**config.mk**
```make
export PLATFORM = sky130hd
export DESIGN_NAME = fp_status_word
export DESIGN_NICKNAME = d
export VERILOG_FILES = /design/src/rtl/fpsw_pkg.sv /design/src/rtl/fpsw_flag_bank.sv /design/src/rtl/fpsw_cc_bank.sv /design/src/rtl/fp_status_word.sv
export SDC_FILE = /design/constraint.sdc
export NUM_CORES = 1
export LEC_CHECK = 0
export BUFFER_PORTS_ARGS = -buffer_cell sky130_fd_sc_hd__buf_4
export CAP_MARGIN = 10
export CORE_MARGIN = 2
export CORE_UTILIZATION = 34
export DETAILED_ROUTE_END_ITERATION = 16
export HOLD_SLACK_MARGIN = 0.15
export PLACE_DENSITY = 0.75
export SLEW_MARGIN = 0
export SYNTH_ARGS = -nofsm -noshare
export SYNTH_HDL_FRONTEND = slang
export SYNTH_SLANG_ARGS = --single-unit
```
**constraint.sdc**
```tcl
create_clock -name clk -period 1.7 [get_ports clk]
set_input_delay 0.17 -clock clk [delete_from_list [all_inputs] [get_ports clk]]
set_output_delay 0.17 -clock clk [all_outputs]
set_load 0.02 [all_outputs]
```
**src/rtl/fpsw_pkg.sv**
```systemverilog
package fpsw_pkg;
    localparam int EXC_N   = 6;
    localparam int TOP_W   = 3;
    localparam int WORD_W  = 16;
    localparam int SF_POS  = EXC_N;
    localparam int ES_POS  = EXC_N + 1;
    localparam int C0_POS  = 8;
    localparam int C1_POS  = 9;
    localparam int C2_POS  = 10;
    localparam int TOP_LSB = 11;
    localparam int C3_POS  = TOP_LSB + TOP_W;
    localparam int B_POS   = WORD_W - 1;

    typedef enum logic [1:0] {
        CTL_HOLD  = 2'd0,
        CTL_CLEAR = 2'd1,
        CTL_WIPE  = 2'd2,
        CTL_LOAD  = 2'd3
    } ctl_e;

    typedef struct packed {
        logic c3;
        logic c2;
        logic c1;
        logic c0;
    } cc_t;

    function automatic ctl_e pick_ctl(input logic init, input logic load, input logic clr);
        if (init)      return CTL_WIPE;
        else if (load) return CTL_LOAD;
        else if (clr)  return CTL_CLEAR;
        else           return CTL_HOLD;
    endfunction

    function automatic logic events_live(input ctl_e c);
        return (c == CTL_HOLD) || (c == CTL_CLEAR);
    endfunction
endpackage

```
**src/rtl/fpsw_flag_bank.sv**
```systemverilog
module fpsw_flag_bank
    import fpsw_pkg::*;
#(
    parameter int N = EXC_N
) (
    input  logic         clk,
    input  logic         rst,
    input  ctl_e         ctl,
    input  logic [N-1:0] exc_evt,
    input  logic [N-1:0] exc_mask,
    input  logic         fault,
    input  logic [N-1:0] ld_flags,
    input  logic         ld_sf,
    input  logic         ld_es,
    output logic [N-1:0] flags_q,
    output logic         sf_q,
    output logic         es_q
);
    localparam logic [N-1:0] INV_ONEHOT = {{(N-1){1'b0}}, 1'b1};

    logic [N-1:0] base_flags, fresh, flags_d;
    logic         base_sf, base_es, sf_d, es_d, live;

    always_comb begin
        case (ctl)
            CTL_HOLD: begin
                base_flags = flags_q;
                base_sf    = sf_q;
                base_es    = es_q;
            end
            CTL_LOAD: begin
                base_flags = ld_flags;
                base_sf    = ld_sf;
                base_es    = ld_es;
            end
            default: begin
                base_flags = '0;
                base_sf    = 1'b0;
                base_es    = 1'b0;
            end
        endcase
        live    = events_live(ctl);
        fresh   = live ? (exc_evt | (fault ? INV_ONEHOT : '0)) : '0;
        flags_d = base_flags | fresh;
        sf_d    = base_sf | (live & fault);
        es_d    = base_es | (|(fresh & ~exc_mask));
    end

    always_ff @(posedge clk) begin
        if (rst) begin
            flags_q <= '0;
            sf_q    <= 1'b0;
            es_q    <= 1'b0;
        end else begin
            flags_q <= flags_d;
            sf_q    <= sf_d;
            es_q    <= es_d;
        end
    end


    sticky_flags_chk: assert property (@(posedge clk) disable iff (rst)
        (ctl == CTL_HOLD) |=> ((flags_q & $past(flags_q)) == $past(flags_q)));


    unmasked_es_chk: assert property (@(posedge clk) disable iff (rst)
        ((ctl == CTL_HOLD || ctl == CTL_CLEAR) && |(exc_evt & ~exc_mask)) |=> es_q);


    masked_no_es_chk: assert property (@(posedge clk) disable iff (rst)
        (ctl == CTL_HOLD && !es_q && ((exc_evt & ~exc_mask) == '0) && !(fault && !exc_mask[0]))
        |=> !es_q);


    fault_sets_sf_chk: assert property (@(posedge clk) disable iff (rst)
        ((ctl == CTL_HOLD || ctl == CTL_CLEAR) && fault) |=> (sf_q && flags_q[0]));
endmodule

```
**src/rtl/fpsw_cc_bank.sv**
```systemverilog
module fpsw_cc_bank
    import fpsw_pkg::*;
(
    input  logic clk,
    input  logic rst,
    input  ctl_e ctl,
    input  logic cmp_we,
    input  cc_t  cmp_cc,
    input  logic ovf,
    input  logic unf,
    input  cc_t  ld_cc,
    output cc_t  cc_q
);
    cc_t cc_d;

    always_comb begin
        case (ctl)
            CTL_WIPE: cc_d = '0;
            CTL_LOAD: cc_d = ld_cc;
            default: begin
                cc_d = cc_q;
                if (cmp_we)     cc_d = cmp_cc;
                if (ovf || unf) cc_d.c1 = ovf;
            end
        endcase
    end

    always_ff @(posedge clk) begin
        if (rst) cc_q <= '0;
        else     cc_q <= cc_d;
    end


    fault_c1_ovf_chk: assert property (@(posedge clk) disable iff (rst)
        ((ctl == CTL_HOLD || ctl == CTL_CLEAR) && ovf) |=> cc_q.c1);


    fault_c1_unf_chk: assert property (@(posedge clk) disable iff (rst)
        ((ctl == CTL_HOLD || ctl == CTL_CLEAR) && unf && !ovf) |=> !cc_q.c1);


    clear_keeps_cc_chk: assert property (@(posedge clk) disable iff (rst)
        (ctl == CTL_CLEAR && !cmp_we && !ovf && !unf) |=> (cc_q == $past(cc_q)));
endmodule

```
**src/rtl/fp_status_word.sv**
```systemverilog
module fp_status_word
    import fpsw_pkg::*;
(
    input  logic                clk,
    input  logic                rst,
    input  logic [EXC_N-1:0]    exc_evt,
    input  logic [EXC_N-1:0]    exc_mask,
    input  logic                stk_ovf,
    input  logic                stk_unf,
    input  logic                cmp_we,
    input  logic [3:0]          cmp_cc,
    input  logic [TOP_W-1:0]    top_ptr,
    input  logic                clear_cmd,
    input  logic                init_cmd,
    input  logic                restore_cmd,
    input  logic [WORD_W-1:0]   restore_word,
    output logic [WORD_W-1:0]   status_word,
    output logic [7:0]          cc_byte,
    output logic                handler_req
);
    ctl_e             ctl;
    logic [EXC_N-1:0] flags;
    logic             sf, es;
    cc_t              cc, ld_cc;
    logic             unused_restore_bits;

    assign ctl   = pick_ctl(init_cmd, restore_cmd, clear_cmd);
    assign ld_cc = '{c3: restore_word[C3_POS], c2: restore_word[C2_POS],
                     c1: restore_word[C1_POS], c0: restore_word[C0_POS]};
    assign unused_restore_bits = ^{restore_word[B_POS], restore_word[C3_POS-1:TOP_LSB]};

    fpsw_flag_bank #(.N(EXC_N)) u_flags (
        .clk      (clk),
        .rst      (rst),
        .ctl      (ctl),
        .exc_evt  (exc_evt),
        .exc_mask (exc_mask),
        .fault    (stk_ovf | stk_unf),
        .ld_flags (restore_word[EXC_N-1:0]),
        .ld_sf    (restore_word[SF_POS]),
        .ld_es    (restore_word[ES_POS]),
        .flags_q  (flags),
        .sf_q     (sf),
        .es_q     (es)
    );

    fpsw_cc_bank u_cc (
        .clk    (clk),
        .rst    (rst),
        .ctl    (ctl),
        .cmp_we (cmp_we),
        .cmp_cc (cmp_cc),
        .ovf    (stk_ovf),
        .unf    (stk_unf),
        .ld_cc  (ld_cc),
        .cc_q   (cc)
    );

    assign status_word = {es, cc.c3, top_ptr, cc.c2, cc.c1, cc.c0, es, sf, flags};
    assign cc_byte     = status_word[WORD_W-1:8];
    assign handler_req = es;


    init_wipe_chk: assert property (@(posedge clk) disable iff (rst)
        init_cmd |=> ((status_word & 16'hC7FF) == 16'h0000));


    restore_load_chk: assert property (@(posedge clk) disable iff (rst)
        (restore_cmd && !init_cmd) |=>
        (status_word[C2_POS:0] == $past(restore_word[C2_POS:0]) &&
         status_word[C3_POS] == $past(restore_word[C3_POS])));
endmodule

```
==> impl_metrics.py <==
metrics = {
    "sta": {
        "worst_pin_slew_ps": 352,
        "max_freq_mhz": 702,
        "rsz0062_at_grt": "no",
        "setup_slack_ps": 276,
        "min_period_ps": 1420,
        "hold_viol": 0,
        "finalSetupViolations": 0,
        "timing.final.crit_share": 0.838,
        "relSlewSlack": 0.765,
        "finClkSkew_ps": 0,
        "setup_tns_ps": 0,
        "final_max_slew_viol_count": 0,
    },
    "finish": {
        "syn_to_final_growth_pct": 42.9,
        "antenna_cells": 0,
        "final_layout_size_suffix_gt1_frac": 0.489,
        "fin_util": 0.518,
        "final_cell_area_sq_mm": 0.00115,
        "nets": 185,
    },
    "yosys": {
        "synth_edf_count": 0,
        "ys_seq_area_frac": 0.300,
        "synth_area_sq_um": 802,
        "async_reset_ff_frac": 0,
        "synth_seq_cells": 12,
        "ys_types": 29,
        "synth_flop_cell": "dfxtp_1",
        "ys_warn_count": 0,
        "postSynthCellCount": 97,
        "synthesis.nets": 143,
        "syn_avg_cell_area_sq_um": 8.27,
    },
    "floorplan": {
        "die_w_um": 52.6,
        "start_util": 0.363,
        "io_pins": 68,
        "core-area_sq_mm": 0.00221,
        "die_area_sq_mm": 0.00276,
        "rows": 17,
        "fp.dieH_um": 52.6,
    },
    "global_route": {
        "gr-usage-met1": 0.196,
        "grt_pass1_wl_um": 3460,
        "grt_overflow": 0,
        "grt_use_met2": 0.292,
        "grt_antenna_before_repair": 0,
        "grt_max_degree": 13,
        "grt_pass1_vias": 794,
        "grt_usage": 0.178,
        "busiest_layer": "met2",
        "grt_util_met3": 0.0600,
    },
    "placement": {
        "dp_slack_ps": -18.7,
        "dp_hpwl_um": 1750,
        "post_dp_cell_area_sq_mm": 0.00112,
        "port_buffers": 54,
        "place_congestion": 0.762,
    },
    "cts": {
        "clock-sinks": 12,
        "ctsHtreeMaxLevel": 1,
        "cts_tree": "built",
        "clk_pin_slew_worst_paths_ps": 70,
        "clockRootBuffer": "clkbuf_4",
        "clockBufferDepth": 2,
        "hold_buffers": 0,
        "clock_latency_ps": 270,
        "cts.repair.resized": 0,
        "cts_setup_buffers": 0,
        "cts_buffers": 3,
    },
    "route": {
        "avgViaCountPerCell": 4.94,
        "firstDrtPassIters": 4,
        "avgRoutedWirePerCell_um": 13.5,
        "route.detailed.drc": 0,
        "routed_wl_um": 2230,
        "vias": 815,
        "drt_iter0_markers": 6,
        "ant_nets": 0,
    },
    "critical_path": {
        "critPathKind": "in2reg",
        "crit_arrival_ps": 1590,
        "worstPathRequired_ps": 1860,
        "critPathLaunchType": "primary input",
        "critical_path.max_fanout": 6,
        "setup.worst_path.end_class": "flop",
    },
    "run": {
        "max_cap_violations": 0,
    },
    "power_and_ir_drop": {
        "pwr_density_cell_mw_per_mm2": 637,
        "total_power_mw": 0.730,
        "power.leakage_nw": 0.576,
        "ir_worst_vdd_uv": 616,
    },
    "hold_path": {
        "hp-class": "in2reg",
    },
    "run_status": {
        "status": "complete, no violations",
    },
}
layer usage:
metal | vias to the layer above | part of all wire
li1 | 403 | -
met1 | 360 | 0.37
met2 | 44 | 0.50
met3 | 8 | 0.10
met4 | 0 | 0.030
met5 | - | 0
worst max-delay path: stages:
cell      delay, ps
buf_4           110
nor2_1          120
or2_2           150
inv_1            50
ha_1            190
or3_1           430
buf_4           190
nor2_1          120
a211oi_2         60
cell usage in the layout (no fill, tap or decap), types with 2 or more instances in the layout:
master	instances
buf_4	58
nor2_1	10
a21oi_1	5
o21ai_1	2
dfxtp_1	12
o22ai_1	2
inv_1	5
and3_1	3
a22o_1	8
clkbuf_4	3
a22oi_1	5
nor2b_1	3
ha_1	3
nand2_1	4
a211oi_2	2
cell families (layout without fill, tap and decap cells):
logic type / Yosys count / in the layout / synth area share
AOI/OAI and AO/OA: 29 / 29 / 0.271
adders and majority gates: 3 / 3 / 0.0468
buffers and inverters: 27 / 67 / 0.214
DFF: 12 / 12 / 0.300
and+or+nand+nor: 26 / 26 / 0.168
final timing paths:
check,slack [ps],endpoint,cells after the start,start
max,280,u_cc.cc_q[2],9,restore_cmd
min,160,u_flags.flags_q[1],3,exc_evt[1]
min reg2reg,480,u_cc.cc_q[1],2,u_cc.cc_q[1]
max reg2reg,850,u_flags.flags_q[0],4,u_flags.flags_q[0]
cells in the mapped netlist, types with 3 or more instances:
master	number	area [sq um]
nor2b_1	3	18.8
clkbuf_1	3	11.3
inv_1	5	18.8
a22o_1	8	70.1
nor2_1	10	37.5
and3_1	3	18.8
buf_4	14	105
dfxtp_1	12	240
nand2_1	4	15.0
a21oi_1	5	25.0
ha_1	3	37.5
a22oi_1	5	37.5
cell type report:
| class | count | area (sq um) |
|---|---|---|
| timing repair buffer | 58 | 435 |
| sequential | 12 | 240 |
| tap | 28 | 35.0 |
| clock buffer | 3 | 22.5 |
| multi-input combinational | 58 | 390 |
| inverter | 6 | 22.5 |
| fill | 225 | 1070 |
stage by stage:
stage / hold slack (ps) / cells
global route: 154 / 165
global placement: 340 / 162
floorplan: 242 / 97
CTS: 153 / 165
detailed placement: 340 / 162
finish: 156 / 165
flip-flops by register name, summed over array words and instances, names as in the netlist:
| register | count |
|---|---|
| u_flags.flags_q | 6 |
| u_cc.cc_q | 4 |
| u_flags.es_q | 1 |
| u_flags.sf_q | 1 |
power by group:
part	internal, mW	total, mW	leakage [nW]	switching [mW]
Clock	0.0821	0.172	0.0138	0.0901
Combinational	0.130	0.249	0.464	0.118
Sequential	0.298	0.309	0.0985	0.0114
Power figures use the tool's default switching activity.
